**src/rtl/apspc_pkg.sv**
```systemverilog
package apspc_pkg;

    typedef enum logic [1:0] {
        CMD_READ  = 2'd0,
        CMD_WRITE = 2'd1,
        CMD_PRECH = 2'd2,
        CMD_ACTIV = 2'd3
    } cmd_kind_e;

    typedef struct packed {
        logic early;
        logic collide;
    } viol_t;

    function automatic logic is_column(input cmd_kind_e k);
        return (k == CMD_READ) || (k == CMD_WRITE);
    endfunction

    // Minimum gap in cycles from a tracked auto-precharge column command
    // (prev_wr selects write or read) to a command of kind nxt elsewhere.
    function automatic int unsigned need_cycles(
        input logic        prev_wr,
        input cmd_kind_e   nxt,
        input int unsigned cl_half,
        input int unsigned bl,
        input int unsigned twtr
    );
        int unsigned half_bl;
        int unsigned cl_up;
        half_bl = bl >> 1;
        cl_up   = (cl_half + 1) >> 1;
        if (!is_column(nxt)) begin
            return 1;
        end
        if (!prev_wr) begin
            return (nxt == CMD_READ) ? half_bl : (cl_up + half_bl);
        end
        return (nxt == CMD_WRITE) ? half_bl : (1 + half_bl + twtr);
    endfunction

endpackage

```
**src/rtl/apspc_tracker.sv**
```systemverilog
module apspc_tracker
    import apspc_pkg::*;
#(
    parameter int BANK_W = 2,
    parameter int CNT_W  = 6
) (
    input  logic              clk,
    input  logic              rst,
    input  logic              cmd_valid,
    input  cmd_kind_e         cmd_kind,
    input  logic [BANK_W-1:0] cmd_bank,
    input  logic              cmd_ap,
    output logic              trk_valid,
    output logic              trk_wr,
    output logic [BANK_W-1:0] trk_bank,
    output logic [CNT_W-1:0]  trk_gap
);

    localparam logic [CNT_W-1:0] GAP_MAX = {CNT_W{1'b1}};
    localparam logic [CNT_W-1:0] GAP_ONE = CNT_W'(1);

    logic reload;

    assign reload = cmd_valid && cmd_ap && is_column(cmd_kind);

    always_ff @(posedge clk) begin
        if (rst) begin
            trk_valid <= 1'b0;
            trk_wr    <= 1'b0;
            trk_bank  <= '0;
            trk_gap   <= '0;
        end else if (reload) begin
            trk_valid <= 1'b1;
            trk_wr    <= (cmd_kind == CMD_WRITE);
            trk_bank  <= cmd_bank;
            trk_gap   <= GAP_ONE;
        end else if (trk_valid && (trk_gap != GAP_MAX)) begin
            trk_gap   <= trk_gap + GAP_ONE;
        end
    end

endmodule

```
**src/rtl/apspc_gap_calc.sv**
```systemverilog
module apspc_gap_calc
    import apspc_pkg::*;
#(
    parameter int CLH_W  = 3,
    parameter int BL_W   = 4,
    parameter int TWTR_W = 3,
    parameter int CNT_W  = 6
) (
    input  logic              trk_wr,
    input  cmd_kind_e         cmd_kind,
    input  logic [CLH_W-1:0]  cfg_cl_half,
    input  logic [BL_W-1:0]   cfg_bl,
    input  logic [TWTR_W-1:0] cfg_twtr,
    output logic [CNT_W-1:0]  need_gap
);

    localparam int unsigned NEED_MAX = (1 << CNT_W) - 1;

    int unsigned raw;

    always_comb begin
        raw = need_cycles(trk_wr, cmd_kind, 32'(cfg_cl_half),
                          32'(cfg_bl), 32'(cfg_twtr));
        if (raw > NEED_MAX) begin
            need_gap = {CNT_W{1'b1}};
        end else begin
            need_gap = CNT_W'(raw);
        end
    end

endmodule

```
**src/rtl/apspc_judge.sv**
```systemverilog
module apspc_judge
    import apspc_pkg::*;
#(
    parameter int BANK_W = 2,
    parameter int CNT_W  = 6
) (
    input  logic              clk,
    input  logic              rst,
    input  logic              cmd_valid,
    input  cmd_kind_e         cmd_kind,
    input  logic [BANK_W-1:0] cmd_bank,
    input  logic              trk_valid,
    input  logic              trk_wr,
    input  logic [BANK_W-1:0] trk_bank,
    input  logic [CNT_W-1:0]  trk_gap,
    input  logic [CNT_W-1:0]  need_gap,
    output viol_t             viol
);

    logic  other_bank;
    logic  too_soon;
    logic  turn_dir;
    viol_t viol_d;

    always_comb begin
        other_bank     = trk_valid && (cmd_bank != trk_bank);
        too_soon       = cmd_valid && other_bank && (trk_gap < need_gap);
        turn_dir       = is_column(cmd_kind) && ((cmd_kind == CMD_WRITE) != trk_wr);
        viol_d.early   = too_soon;
        viol_d.collide = too_soon && turn_dir;
    end

    always_ff @(posedge clk) begin
        if (rst) begin
            viol <= '0;
        end else begin
            viol <= viol_d;
        end
    end

endmodule

```
**src/rtl/ap_spacing_mon.sv**
```systemverilog
module ap_spacing_mon
    import apspc_pkg::*;
#(
    parameter int BANK_W = 2,
    parameter int CLH_W  = 3,
    parameter int BL_W   = 4,
    parameter int TWTR_W = 3,
    parameter int CNT_W  = 6
) (
    input  logic              clk,
    input  logic              rst,
    input  logic              cmd_valid,
    input  logic [1:0]        cmd_kind,
    input  logic [BANK_W-1:0] cmd_bank,
    input  logic              cmd_ap,
    input  logic [CLH_W-1:0]  cfg_cl_half,
    input  logic [BL_W-1:0]   cfg_bl,
    input  logic [TWTR_W-1:0] cfg_twtr,
    output logic              err_early,
    output logic              err_collide
);

    cmd_kind_e         kind;
    logic              trk_valid;
    logic              trk_wr;
    logic [BANK_W-1:0] trk_bank;
    logic [CNT_W-1:0]  trk_gap;
    logic [CNT_W-1:0]  need_gap;
    viol_t             viol;

    assign kind = cmd_kind_e'(cmd_kind);

    apspc_tracker #(.BANK_W(BANK_W), .CNT_W(CNT_W)) u_trk (
        .clk       (clk),
        .rst       (rst),
        .cmd_valid (cmd_valid),
        .cmd_kind  (kind),
        .cmd_bank  (cmd_bank),
        .cmd_ap    (cmd_ap),
        .trk_valid (trk_valid),
        .trk_wr    (trk_wr),
        .trk_bank  (trk_bank),
        .trk_gap   (trk_gap)
    );

    apspc_gap_calc #(.CLH_W(CLH_W), .BL_W(BL_W), .TWTR_W(TWTR_W), .CNT_W(CNT_W)) u_gap (
        .trk_wr      (trk_wr),
        .cmd_kind    (kind),
        .cfg_cl_half (cfg_cl_half),
        .cfg_bl      (cfg_bl),
        .cfg_twtr    (cfg_twtr),
        .need_gap    (need_gap)
    );

    apspc_judge #(.BANK_W(BANK_W), .CNT_W(CNT_W)) u_judge (
        .clk       (clk),
        .rst       (rst),
        .cmd_valid (cmd_valid),
        .cmd_kind  (kind),
        .cmd_bank  (cmd_bank),
        .trk_valid (trk_valid),
        .trk_wr    (trk_wr),
        .trk_bank  (trk_bank),
        .trk_gap   (trk_gap),
        .need_gap  (need_gap),
        .viol      (viol)
    );

    assign err_early   = viol.early;
    assign err_collide = viol.collide;

endmodule

```
**config.mk**
```make
export PLATFORM = sky130hd
export DESIGN_NAME = ap_spacing_mon
export DESIGN_NICKNAME = d
export VERILOG_FILES = /design/src/rtl/apspc_pkg.sv /design/src/rtl/apspc_tracker.sv /design/src/rtl/apspc_gap_calc.sv /design/src/rtl/apspc_judge.sv /design/src/rtl/ap_spacing_mon.sv
export SDC_FILE = /design/constraint.sdc
export NUM_CORES = 1
export LEC_CHECK = 0
export BUFFER_PORTS_ARGS = -buffer_cell sky130_fd_sc_hd__buf_2
export CAP_MARGIN = 20
export CORE_UTILIZATION = 53
export CTS_CLUSTER_SIZE = 16
export DETAILED_ROUTE_END_ITERATION = 6
export PLACE_DENSITY = 0.8
export SLEW_MARGIN = 20
export SYNTH_ARGS = -nofsm -noshare
export SYNTH_HDL_FRONTEND = slang
export SYNTH_SLANG_ARGS = --single-unit
```
**constraint.sdc**
```tcl
create_clock -name clk -period 2.7 [get_ports clk]
set_clock_uncertainty 0.05 [all_clocks]
set_input_delay 0.27 -clock clk [delete_from_list [all_inputs] [get_ports clk]]
set_output_delay 0.27 -clock clk [all_outputs]
set_load 0.1 [all_outputs]
```
==> impl_metrics.toml <==
[grt]
grt_pass1_wl_um = 2970
grt_use_total = 0.201
antenna_found_initial = 0
grt_max_degree = 14
grt_pass1_vias = 794
overflow = 0

[setup_path]
crit_top_cell = "ha_1"
slowest_delay_ns = 0.39
path_buf_inv = 1
arrival_ns = 2.63
critical_path.startpoint_type = "input pin"
crit_path_end_kind = "register"
path_class = "input pin to register"
crit_slowest_cell = "fa_1"
critPathMaxFanout = 2
crit_cells = 13
reg2regPathDepth = 6
crit_family = "adder cells"
cp_data_required_time_ns = 2.85
path_cells = "buf_2 > ha_1 > ha_1 > fa_1 > xnor2_1 > a211oi_1 > a21o_1 > nand2_1 > ha_1 > and4b_1 > o21ai_1 > a21oi_1 > nor4_2"

[cts]
numClockSinks = 12
cts.repair.resized = 0
h-tree-depth = 1
tritoncts = "yes"
clk_latency_ns = 0.28
path_clk_slew_ns = 0.08
cts_buffer_depth = 2
root_buffer = "clkbuf_4"
cts_buffers = 3
cts_hold_buf = 0
postCtsSetupRepairBufs = 0

[finish]
nets = 170
area_growth_pct = 15.7
nFillCells = 146
drive_above_1_share = 0.184
fin_area_um2 = 1150
diodes = 0

[run]
cap_violations = 0

[timing]
fmax_mhz = 403
fin_crit_sh = 0.918
finalHoldViolations = 0
tns_ns = 0
worstMarginPinSlew_ns = 0.484
rsz0062_at_grt = "no"
slew_viol_final = 0
fin_crit_ns = 2.48
slew-limit-headroom = 0.679
setup_viol = 0

[floorplanning]
io_pins = 20
die_area_um2 = 2050
dieWidth_um = 45.2
core.rowCount = 15
die_h_um = 45.2
core_area_um2 = 1750
initial_utilization = 0.568

[synthesis]
ys_ff_latch = 12
yosys_warnings = 0
synth_edf_count = 0
ys_async_sr_fraction = 0
synth_fp_nets = 148
synthTopCellsByCount = "nor2_1 (14), ha_1 (13), dfxtp_1 (12)"
syn_area_per_cell_um2 = 8.62
synth_area_leaders = "dfxtp_1 (24%), ha_1 (16%), mux2i_1 (7.1%), nor2_1 (5.3%), xnor2_1 (5.3%)"
netlist_instances = 115
synth_ff_type = "dfxtp_1"
post-synth-top-count-cell = "nor2_1"
post-synth-top-area-cell = "dfxtp_1"
ys_seq_area_frac = 0.242
ys_types = 28
synth_area_um2 = 991
synth_top_area_frac = 0.242

[placement]
port_buffers = 18
dp_hpwl_um = 1480
dpl-instance-area_um2 = 1110
place.gp.congestion = 0.829

[routing]
wire_per_inst_um = 11.2
dr.pass1.iters = 4
via_count = 868
ant_nets = 0
viasPerCell = 5.39
drtIter0Drc = 19
routed_wl_um = 1800
drc = 0

[run_status]
status = "finished clean"

[min_path]
holdPathStages = 2
min_path_type = "input pin to register"

[power]
vdd_drop_max_mv = 0.327
p_per_area_nw_per_um2 = 387
p_leak_nw = 0.544
through the flow:
stage / worst slack, ns / utilization / hold WS, ns / power (mW) / std cells
after detailed placement: -0.0888 / 0.636 / 0.430 / 0.305 / 157
after floorplan: 0.170 / - / 0.289 / 0.269 / 115
final: 0.222 / 0.657 / 0.134 / 0.443 / 161
after global placement: -0.0441 / 0.636 / 0.424 / 0.301 / 157
after global routing: 0.0641 / 0.657 / 0.140 / 0.472 / 161
after CTS: 0.205 / 0.657 / 0.129 / 0.448 / 161
power by group:
part	leakage [nW]	total (mW)	switching, mW	internal, mW
registers	0.0972	0.187	0.00579	0.181
logic	0.425	0.113	0.0593	0.0539
clock network	0.0210	0.143	0.0605	0.0821
total	0.544	0.443	0.126	0.317
routing by layer:
layer	wire length [um]	share of wire	vias up	track usage
met5	0	0	-	0
met4	47	0.026	0	0.133
met3	88	0.049	5	0.0120
met2	831	0.46	25	0.339
met1	833	0.46	390	0.244
li1	-	-	448	-
area by class of cell:
class	count	area, um2	area share
Timing Repair Buffer	19	97.6	0.0852
Inverter	9	33.8	0.0295
Multi-Input combinational cell	92	707	0.617
Tap cell	25	31.3	0.0273
Clock buffer	4	36.3	0.0317
Sequential cell	12	240	0.210
worst register-to-register path, cell delays in order (launching register included):
cell and delay (ns):
dfxtp_1 0.51, nand3b_1 0.19, or3_1 0.38, ha_1 0.20
nor4b_1 0.25, o2111ai_1 0.21, nor4_2 0.23
logic make-up (layout without fill, tap and decap cells):
family	Yosys count	count (layout)	share of synthesized area
adder cells (fa/ha/maj)	15	15	0.205
flip-flops	12	12	0.242
multiplexers	8	8	0.0821
buffers and inverters	11	32	0.0442
XOR/XNOR	11	11	0.0972
AND/OR/NAND/NOR	35	35	0.176
AO/OA/AOI/OAI	23	23	0.154
state kept, by name, summed over array words and instances, names as in the netlist:
signal / cells
u_trk.trk_gap: 6
u_trk.trk_wr: 1
u_trk.trk_bank: 2
u_judge.viol: 2
u_trk.trk_valid: 1
placed cells by master (no fill, tap or decap), types with 2 or more instances in the layout:
cell type / n
inv_1: 9
fa_1: 2
xnor2_1: 6
mux2i_1: 7
nand2_1: 8
a21o_1: 3
ha_1: 13
clkbuf_4: 3
and3_1: 2
o21ai_1: 3
nand3_1: 4
buf_2: 18
nor2_1: 14
a211oi_1: 2
a21oi_1: 8
xor2_1: 5
o211ai_1: 4
dfxtp_1: 12
worst paths after layout:
path | from | slack (ns) | to
worst min register to register | u_trk.trk_bank[1] | 0.47 | u_trk.trk_bank[1]
worst max register to register | u_trk.trk_wr | 0.60 | u_judge.viol[0]
worst min-delay path | cmd_kind[1] | 0.13 | u_judge.viol[0]
worst max-delay path | cfg_cl_half[0] | 0.22 | u_judge.viol[0]
Note: power is estimated with default switching activity, not from simulation.
